--- config.mk ---
export PLATFORM = sky130hd
export DESIGN_NAME = boost_governor
export DESIGN_NICKNAME = d
export VERILOG_FILES = /design/src/rtl/bgov_pkg.sv /design/src/rtl/bgov_div.sv /design/src/rtl/bgov_step.sv /design/src/rtl/boost_governor.sv
export SDC_FILE = /design/constraint.sdc
export NUM_CORES = 2
export LEC_CHECK = 0
export BUFFER_PORTS_ARGS = -buffer_cell sky130_fd_sc_hd__buf_2
export CORE_UTILIZATION = 40
export DETAILED_ROUTE_END_ITERATION = 10
export HOLD_SLACK_MARGIN = 0.1
export SYNTH_ARGS = -nofsm -noshare
export SYNTH_HDL_FRONTEND = slang
export SYNTH_SLANG_ARGS = --single-unit
--- constraint.sdc ---
create_clock -name clk -period 6.95 [get_ports clk]
set_input_delay 1.39 -clock clk [delete_from_list [all_inputs] [get_ports clk]]
set_output_delay 1.39 -clock clk [all_outputs]
set_load 0.02 [all_outputs]
--- src/rtl/bgov_pkg.sv ---
package bgov_pkg;
   typedef enum logic [2:0] {
      PH_IDLE,
      PH_BOOST,
      PH_RATE,
      PH_COEF,
      PH_TGT
   } phase_e;

   localparam int PCT_BASE   = 100;
   localparam int SCALE_BASE = 10000;
endpackage

--- src/rtl/bgov_div.sv ---
module bgov_div #(
   parameter int NW = 48,
   parameter int DW = 16
) (
   input  logic          clk,
   input  logic          rst_n,
   input  logic          go,
   input  logic [NW-1:0] dividend,
   input  logic [DW-1:0] divisor,
   output logic [NW-1:0] quo,
   output logic          busy,
   output logic          valid
);
   localparam int CNTW = $clog2(NW + 1);

   logic [DW-1:0]   rem;
   logic [DW-1:0]   den;
   logic [NW-1:0]   q;
   logic [CNTW-1:0] cnt;
   logic            run;
   logic [DW:0]     trial;
   logic            ge;
   logic [DW:0]     rem_n;

   always_comb begin
      trial = {rem, q[NW-1]};
      ge    = trial >= {1'b0, den};
      rem_n = ge ? trial - {1'b0, den} : trial;
   end

   always_ff @(posedge clk or negedge rst_n) begin
      if (!rst_n) begin
         rem   <= '0;
         den   <= '0;
         q     <= '0;
         cnt   <= '0;
         run   <= 1'b0;
         valid <= 1'b0;
      end else if (go) begin
         rem   <= '0;
         den   <= divisor;
         q     <= dividend;
         cnt   <= CNTW'(NW);
         run   <= 1'b1;
         valid <= 1'b0;
      end else if (run) begin
         rem   <= rem_n[DW-1:0];
         q     <= {q[NW-2:0], ge};
         cnt   <= cnt - 1'b1;
         run   <= (cnt != CNTW'(1));
         valid <= (cnt == CNTW'(1));
      end else begin
         valid <= 1'b0;
      end
   end

   assign quo  = q;
   assign busy = run;

   p_div_pulse_r10: assert property (@(posedge clk) disable iff (!rst_n)
      valid |=> !valid);
   p_div_go_runs_r10: assert property (@(posedge clk) disable iff (!rst_n)
      go |=> (busy && !valid));
endmodule

--- src/rtl/bgov_step.sv ---
module bgov_step #(
   parameter int FW   = 32,
   parameter int STEP = 16000
) (
   input  logic          dir_up,
   input  logic [FW-1:0] scaled,
   input  logic [FW-1:0] max_freq,
   input  logic          above_i,
   input  logic          below_i,
   output logic [FW-1:0] boost_o,
   output logic          above_o,
   output logic          below_o
);
   localparam logic [FW:0]   STEP_W = (FW+1)'(STEP);
   localparam logic [FW-1:0] HALF   = FW'(STEP / 2);

   logic [FW:0] raised;

   always_comb begin
      raised  = {1'b0, scaled} + STEP_W;
      boost_o = scaled;
      above_o = above_i;
      below_o = below_i;
      if (dir_up) begin
         below_o = 1'b1;
         if (raised >= {1'b0, max_freq}) begin
            boost_o = max_freq;
            above_o = 1'b0;
         end else begin
            boost_o = raised[FW-1:0];
         end
      end else begin
         above_o = 1'b1;
         if (scaled < HALF) begin
            boost_o = '0;
            below_o = 1'b0;
         end
      end
   end
endmodule

--- src/rtl/boost_governor.sv ---
module boost_governor
   import bgov_pkg::*;
#(
   parameter int FW      = 32,
   parameter int CW      = 16,
   parameter int PW      = 9,
   parameter int TW      = 8,
   parameter int STEP    = 16000,
   parameter bit SUM_SAT = 1'b1
) (
   input  logic          clk,
   input  logic          rst_n,
   input  logic          start,
   input  logic          up_evt,
   input  logic          dn_evt,
   input  logic [FW-1:0] avg_count,
   input  logic [PW-1:0] period_ms,
   input  logic [FW-1:0] max_freq,
   input  logic [CW-1:0] up_coeff,
   input  logic [CW-1:0] dn_coeff,
   input  logic [TW-1:0] up_thresh,
   output logic [FW-1:0] boost,
   output logic [FW-1:0] target,
   output logic          arm_above,
   output logic          arm_below,
   output logic          busy,
   output logic          done
);
   localparam int NW = FW + CW;
   localparam int DW = CW;

   generate
      if (CW < 14) begin : g_bad_cw
         $error("CW must hold the value 10000");
      end
      if (PW > CW || TW > CW) begin : g_bad_div
         $error("divisor inputs wider than CW");
      end
      if (FW < 16) begin : g_bad_fw
         $error("FW too narrow for the step");
      end
   endgenerate

   phase_e        state;
   logic          dir_up;
   logic [FW-1:0] rate_r;

   logic          div_go;
   logic [NW-1:0] div_num;
   logic [DW-1:0] div_den;
   logic [NW-1:0] div_q;
   logic          div_busy;
   logic          div_valid;
   logic [CW-1:0] coef_sel;
   logic [FW-1:0] q_sat;
   logic [FW-1:0] step_boost;
   logic          step_above;
   logic          step_below;
   logic [FW-1:0] sum_out;

   assign coef_sel = up_evt ? up_coeff : dn_coeff;
   assign q_sat    = (|div_q[NW-1:FW]) ? '1 : div_q[FW-1:0];

   always_comb begin
      div_go  = 1'b0;
      div_num = '0;
      div_den = '0;
      if (start) begin
         div_go  = 1'b1;
         div_num = NW'(avg_count);
         div_den = DW'(period_ms);
      end else begin
         case (state)
            PH_IDLE: if (up_evt || dn_evt) begin
               div_go  = 1'b1;
               div_num = NW'(boost) * NW'(coef_sel);
               div_den = DW'(PCT_BASE);
            end
            PH_BOOST: if (div_valid) begin
               div_go  = 1'b1;
               div_num = NW'(avg_count);
               div_den = DW'(period_ms);
            end
            PH_RATE: if (div_valid) begin
               div_go  = 1'b1;
               div_num = NW'(SCALE_BASE);
               div_den = DW'(up_thresh);
            end
            PH_COEF: if (div_valid) begin
               div_go  = 1'b1;
               div_num = NW'(rate_r) * NW'(div_q[CW-1:0]);
               div_den = DW'(PCT_BASE);
            end
            default: ;
         endcase
      end
   end

   bgov_div #(.NW(NW), .DW(DW)) i_div (
      .clk      (clk),
      .rst_n    (rst_n),
      .go       (div_go),
      .dividend (div_num),
      .divisor  (div_den),
      .quo      (div_q),
      .busy     (div_busy),
      .valid    (div_valid)
   );

   bgov_step #(.FW(FW), .STEP(STEP)) i_step (
      .dir_up   (dir_up),
      .scaled   (q_sat),
      .max_freq (max_freq),
      .above_i  (arm_above),
      .below_i  (arm_below),
      .boost_o  (step_boost),
      .above_o  (step_above),
      .below_o  (step_below)
   );

   generate
      if (SUM_SAT) begin : g_sum_sat
         logic [FW:0] wide;
         assign wide    = {1'b0, q_sat} + {1'b0, boost};
         assign sum_out = wide[FW] ? '1 : wide[FW-1:0];
      end else begin : g_sum_wrap
         assign sum_out = q_sat + boost;
      end
   endgenerate

   always_ff @(posedge clk or negedge rst_n) begin
      if (!rst_n) begin
         state     <= PH_IDLE;
         dir_up    <= 1'b0;
         rate_r    <= '0;
         boost     <= '0;
         target    <= '0;
         arm_above <= 1'b0;
         arm_below <= 1'b0;
         done      <= 1'b0;
      end else begin
         done <= 1'b0;
         if (start) begin
            boost     <= '0;
            arm_above <= 1'b1;
            arm_below <= 1'b0;
            state     <= PH_RATE;
         end else begin
            case (state)
               PH_IDLE: if (up_evt || dn_evt) begin
                  dir_up <= up_evt;
                  state  <= PH_BOOST;
               end
               PH_BOOST: if (div_valid) begin
                  boost     <= step_boost;
                  arm_above <= step_above;
                  arm_below <= step_below;
                  state     <= PH_RATE;
               end
               PH_RATE: if (div_valid) begin
                  rate_r <= div_q[FW-1:0];
                  state  <= PH_COEF;
               end
               PH_COEF: if (div_valid) begin
                  state <= PH_TGT;
               end
               PH_TGT: if (div_valid) begin
                  target <= sum_out;
                  done   <= 1'b1;
                  state  <= PH_IDLE;
               end
               default: state <= PH_IDLE;
            endcase
         end
      end
   end

   assign busy = (state != PH_IDLE);

   p_done_pulse_r10: assert property (@(posedge clk) disable iff (!rst_n)
      done |=> !done);
   p_start_arms_r2: assert property (@(posedge clk) disable iff (!rst_n)
      start |=> (boost == '0 && arm_above && !arm_below));
   p_idle_hold_r11: assert property (@(posedge clk) disable iff (!rst_n)
      (!busy && !start) |=> $stable(boost));
   p_ceiling_r4: assert property (@(posedge clk) disable iff (!rst_n)
      (state == PH_BOOST && div_valid && !start && dir_up) |=> (boost <= $past(max_freq)));
   p_rearm_r5: assert property (@(posedge clk) disable iff (!rst_n)
      (state == PH_BOOST && div_valid && !start && !dir_up) |=> arm_above);
   p_done_idle_r10: assert property (@(posedge clk) disable iff (!rst_n)
      done |-> !busy);
endmodule

Word level (Yosys, flattened, before mapping)
Index checks and enable logic that the tools add are counted.
{"block": "word_totals", "regBits": 191, "input_bits": 118, "output_inout_bits": 68, "word_cells": 107}
{"block": "classes", "addsub": 4, "n_mul": 2, "order_cmp": 3, "n_eq_ne": 12, "muxes": 55, "n_bitwise": 1, "reduce_logical": 16}
{"cell": "2-to-1 mux 32 bit", "count": 9}
{"cell": "2-to-1 mux 48 bit", "count": 5}
{"cell": "case mux 48 bit (4 select lines)", "count": 1}
{"cell": "multiplier 32 x 16 -> 48 bit", "count": 2}
{"cell": "2-to-1 mux 16 bit", "count": 4}
{"cell": "case mux 9 bit (4 select lines)", "count": 1}
{"cell": "adder 32 x 14 -> 33 bit, second input constant", "count": 1}
{"cell": "adder 32 x 32 -> 33 bit", "count": 1}
{"cell": ">= comparator 33 x 32 -> 1 bit", "count": 1}
{"cell": "< comparator 32 x 13 -> 1 bit, second input constant", "count": 1}
{"cell": "2-to-1 mux 1 bit", "count": 19}
{"cell": "2-to-1 mux 3 bit", "count": 6}
{"cell": "2-to-1 mux 9 bit", "count": 2}
{"cell": ">= comparator 17 x 16 -> 1 bit", "count": 1}
{"cell": "OR reduction 16 bit", "count": 1}
{"cell": "subtractor 16 bit", "count": 1}
{"cell": "!= test 3 x 2 -> 1 bit, second input constant", "count": 5}
{"cell": "case mux 3 bit (5 select lines)", "count": 1}
{"cell": "AND reduction 3 bit", "count": 5}
{"cell": "2-to-1 mux 14 bit", "count": 1}
{"cell": "2-to-1 mux 7 bit", "count": 2}
{"cell": "2-to-1 mux 6 bit", "count": 2}
{"cell": "2-to-1 mux 8 bit", "count": 1}
{"cell": "equality test 3 x 2 -> 1 bit, second input constant", "count": 2}
{"cell": "other kinds (15)", "count": 18}

Logic depth before layout (Yosys ltp)
{"block": "depth", "depth_word": 9, "depth_mapped": 28}

By module
From an unflattened synthesis, not the netlist that was laid out.
{"block": "hier_totals", "cells_unflattened": 5451, "area_unflattened_um2": 46418.3}
{"mod": "boost_governor", "instances": 1, "cells_each": 4597, "area_per_inst_um2": 39325.2, "seq_area_each_um2": 2577.5}
{"mod": "bgov_div", "instances": 1, "cells_each": 521, "area_per_inst_um2": 4889.7, "seq_area_each_um2": 2202.1}
{"mod": "bgov_step", "instances": 1, "cells_each": 333, "area_per_inst_um2": 2203.4, "seq_area_each_um2": 0.0}

Worst setup path after synthesis
Ideal clock, no wire load.
{"block": "synth_timing", "kind": "input to register", "start": "in up_evt", "end": "reg i_div.q[47] (netlist: i_div.quo[47])", "setup_time_ns": 0.131, "arrival_ns": 7.934, "t_required_ns": 6.819, "path_slack_ns": -1.116, "cell_stages": 25, "n_path_buf": 3, "path_cell_list": "clkbuf_1 > buf_1 > mux2_2 > clkbuf_1 > and2_1 > fa_1 > inv_1 > fa_1 > fa_1 > inv_1 > fa_1 > fa_1 > inv_1 > fa_1 > inv_1 > ha_1 > nand2_1 > nor4b_1 > o31ai_1 > o211ai_1 > a31oi_2 > o21ai_1 > a31oi_1 > mux2i_1 > or3_1"}
{"block": "synth_between", "elab_chain_len": 6, "word_cells_on_any_way": 11, "cone_classes": "1 x mul; 8 x mux; 2 x reduce/logical"}
{"item": "from (decl)", "line": "boost_governor.sv:14", "text": "input logic up_evt,"}
{"item": "2-to-1 mux 16 bit", "line": "boost_governor.sv:61", "text": "assign coef_sel = up_evt ? up_coeff : dn_coeff;"}
{"item": "multiplier 32 x 16 -> 48 bit", "line": "boost_governor.sv:76", "text": "div_num = NW'(boost) * NW'(coef_sel);"}
{"item": "2-to-1 mux 48 bit", "line": "boost_governor.sv:74", "text": "PH_IDLE: if (up_evt || dn_evt) begin"}
{"item": "case mux 48 bit (4 select lines)", "line": "boost_governor.sv:73", "text": "case (state)"}
{"item": "2-to-1 mux 48 bit", "line": "boost_governor.sv:68", "text": "if (start) begin"}
{"item": "2-to-1 mux 48 bit", "line": "bgov_div.sv:39", "text": "end else if (go) begin"}
{"item": "to (signal assigned)", "line": "bgov_div.sv:42", "text": "q <= dividend;"}
{"item": "to (signal assigned)", "line": "bgov_div.sv:48", "text": "q <= {q[NW-2:0], ge};"}
{"item": "to (decl)", "line": "bgov_div.sv:18", "text": "logic [NW-1:0] q;"}
Parallel ways exist; a longest one is shown, timed or not.
A chain may end at the register's enable or synchronous reset.

Final worst setup path
{"block": "layout_timing", "start": "in up_evt", "end": "reg i_div.q[37] (netlist: i_div.quo[37])"}
The elaborated chain is that of the path after synthesis.

==> flow_summary.json <==
{
  "outcome": "finished with violations",
  "failed_checks": "negative setup slack",
  "required_ns": 7.30,
  "die_area_mm2": 0.114,
  "critPathKind": "in -> reg",
  "worstSetupStartpointType": "primary input",
  "numCtsBuffers": 17,
  "initialDrtViolationCount": 3016,
  "multi_input_area_mm2": 0.0363,
  "drive_gt1_frac": 0.172,
  "place_ws_ns": -1.00,
  "clock_latency_ns": 0.49,
  "p_leak_nw": 26.7,
  "hold_viol": 0,
  "hold_ws_ns": 0.514,
  "p_per_area_mw_per_mm2": 81.9,
  "ir_worst_vdd_mv": 0.189,
  "max-cap-violations": 0,
  "syn_inst": 5234,
  "drt-total-wl_um": 150000,
  "cts_tree": "yes",
  "p_total_mw": 4.28,
  "io-pin-count": 186,
  "slowest_stage": "fa_1",
  "rsz0062_at_grt": "true",
  "seq_area_mm2": 0.00461,
  "die_w_um": 337,
  "nFillCells": 10800,
  "drt_pass1_iterations": 7,
  "cts_root_buf": "clkbuf_16",
  "fin_nets": 6896,
  "area_delta_synth_final_pct": 16.4,
  "via_per_inst": 5.33,
  "synth_area_mm2": 0.0449,
  "rows": 122,
  "place.gp.congestion": 0.985,
  "endpoint_kind": "flop",
  "max_clock_freq_mhz": 137,
  "syn-num-nets": 6506,
  "cp_common_cell": "fa_1",
  "worst_pin_slew_ns": 1.15,
  "ys_seq_area_frac": 0.103,
  "dpl.hpwl_um": 123000,
  "gr-total-overflow": 0,
  "crit_path_max_fanout": 8,
  "cts_max_level": 4,
  "critical_path_arrival_ns": 7.65,
  "synth.avg_cell_area_um2": 8.58,
  "drc": 0,
  "grt_pass1_vias": 39400,
  "setup_ws_ns": -0.347,
  "period_share": 1.05,
  "fin_crit_ns": 7.30,
  "ant_nets": 0,
  "max_stage_delay_ns": 0.56,
  "antenna_found_initial": 3,
  "setup_violations": 28,
  "async_flop_share": 1.00,
  "routedWlPerCell_um": 21.1,
  "grt_max_degree": 100,
  "clock_path_buffers": 2,
  "relSlewSlack": 0.234,
  "synth_seq_cells": 184,
  "final_util": 0.471,
  "grtUsageTotal": 0.271,
  "vias": 38000,
  "ys_types": 84,
  "path_clk_slew_ns": 0.09,
  "synth_edf_count": 0,
  "port-buffer-count": 185,
  "synthFlopType": "dfrtp_1",
  "grt_pass1_wl_um": 235000,
  "fin_skew_ns": 0.0192,
  "maxSlewViolCount": 0,
  "cts.sinks": 184,
  "ys_warn_count": 0,
  "chipHeight_um": 337,
  "initial_utilization": 0.404,
  "hold_path_class": "reg -> reg",
  "coreArea_mm2": 0.111
}
final timing paths:
kind	slack, ns	start	end	cells past startpoint
hold / removal	0.51	target[16]	target[16]	1
max in group asynchronous	4.84	rst_n	i_div.quo[10]	2
setup reg to reg	0.14	rate_r[21]	i_div.quo[47]	23
hold reg to reg	0.51	target[16]	target[16]	1
min in group asynchronous	0.94	rst_n	target[30]	1
setup / recovery	-0.35	up_evt	i_div.quo[37]	27
metrics by stage:
step	instances	setup TNS (ns)	area, um^2
after global placement	7055	-26.22	50300
after detailed placement	7055	-27.59	50300
final	7126	-6.34	52200
after CTS	7117	-3.42	51800
after floorplan	5234	-7.00	45100
after global routing	7125	-11.67	52200
power breakdown:
part | switching (mW) | internal, mW | total [mW]
clock | 0.600 | 0.496 | 1.10
sequential | 0.118 | 1.14 | 1.26
combinational | 1.14 | 0.783 | 1.93
total | 1.86 | 2.42 | 4.28
layer usage:
| metal | GRT usage | share of wire |
|---|---|---|
| met5 | 0 | 0.000047 |
| met4 | 0.0915 | 0.040 |
| met3 | 0.0374 | 0.073 |
| met1 | 0.377 | 0.43 |
| met2 | 0.433 | 0.45 |
worst max-delay path: cells and delay by family:
family / cells / cell delay, ns
AOI/OAI and AO/OA: 7 / 0.92
xor gates and xnor gates: 1 / 0.13
adders and majority gates: 7 / 3.31
buffers and inverters: 8 / 0.95
muxes: 1 / 0.38
and+or+nand+nor: 3 / 0.55
cell usage after synthesis, drive strengths merged (13+ instances only):
cell,instances,area (um^2)
o21a,13,97.6
xnor2,80,701
nor2b,18,113
nand2,829,3110
or2,27,169
nor4,14,87.6
nand2b,20,125
and2,362,2260
a21o,83,623
nor3,33,165
o21bai,14,105
buf,25,115
mux2,53,597
o211ai,22,175
and3,19,119
xor2,63,552
ha,316,3950
mux2i,48,480
o21ai,140,704
inv,1027,3850
a221oi,17,149
nor2,170,641
fa,838,16800
nand4,29,181
a31oi,25,175
clkbuf,269,1010
nand3,41,205
a22oi,30,225
a21oi,232,1170
dfrtp,184,4600
a211oi,27,208
layout by cell type, fill, tap and decap left out, drive strengths merged, types with 9 or more instances in the layout:
| cell | n |
|---|---|
| nand2 | 829 |
| a21o | 83 |
| o21ai | 140 |
| nor2b | 18 |
| ha | 316 |
| o22ai | 11 |
| or2 | 27 |
| a22oi | 30 |
| o211ai | 22 |
| o22a | 9 |
| nor3 | 33 |
| a222oi | 12 |
| a211oi | 27 |
| nor2 | 170 |
| nand4 | 29 |
| mux2i | 48 |
| nand3b | 9 |
| o21a | 13 |
| and3 | 19 |
| or3 | 12 |
| xnor2 | 80 |
| nand3 | 41 |
| a21boi | 9 |
| inv | 1036 |
| o21bai | 14 |
| a221oi | 17 |
| o221ai | 10 |
| mux2 | 56 |
| nand2b | 20 |
| fa | 838 |
| dfrtp | 184 |
| xor2 | 63 |
| and2 | 362 |
| buf | 660 |
| a31oi | 25 |
| nor4 | 14 |
| clkbuf | 18 |
| a211o | 9 |
| a21oi | 232 |
cells by family after synthesis:
kind of cell	share of synthesized area
adder cells (fa/ha/maj)	0.462
multiplexers	0.0240
XOR/XNOR	0.0279
flip-flops	0.103
buffers and inverters	0.111
AO/OA/AOI/OAI	0.105
AND/OR/NAND/NOR	0.167
cell type report:
class,instances,share of cell area
Sequential cell,184,0.0882
Multi-Input combinational cell,3732,0.695
Clock inverter,15,0.00359
Tap cell,1488,0.0356
Timing Repair Buffer,662,0.0953
Inverter,1027,0.0738
Antenna cell,1,0.0000479
Clock buffer,17,0.00814
state kept, by name, indices dropped and copies added (netlist names):
register     cells
target          32
i_div.rem       16
done             1
i_div.cnt        6
rate_r          32
boost           32
i_div.den        9
dir_up           1
arm_below        1
i_div.busy       1
i_div.quo       48
i_div.valid      1
state            3
arm_above        1
timing repair:
action	in CTS	in global routing
pin swaps	64	59
gates resized for setup	115	100
setup endpoints to repair	32	37
cloned	5	0
buffers inserted	27	11
hold endpoints to repair	0	0
hold buffers	0	0
Power figures use the tool's default switching activity.
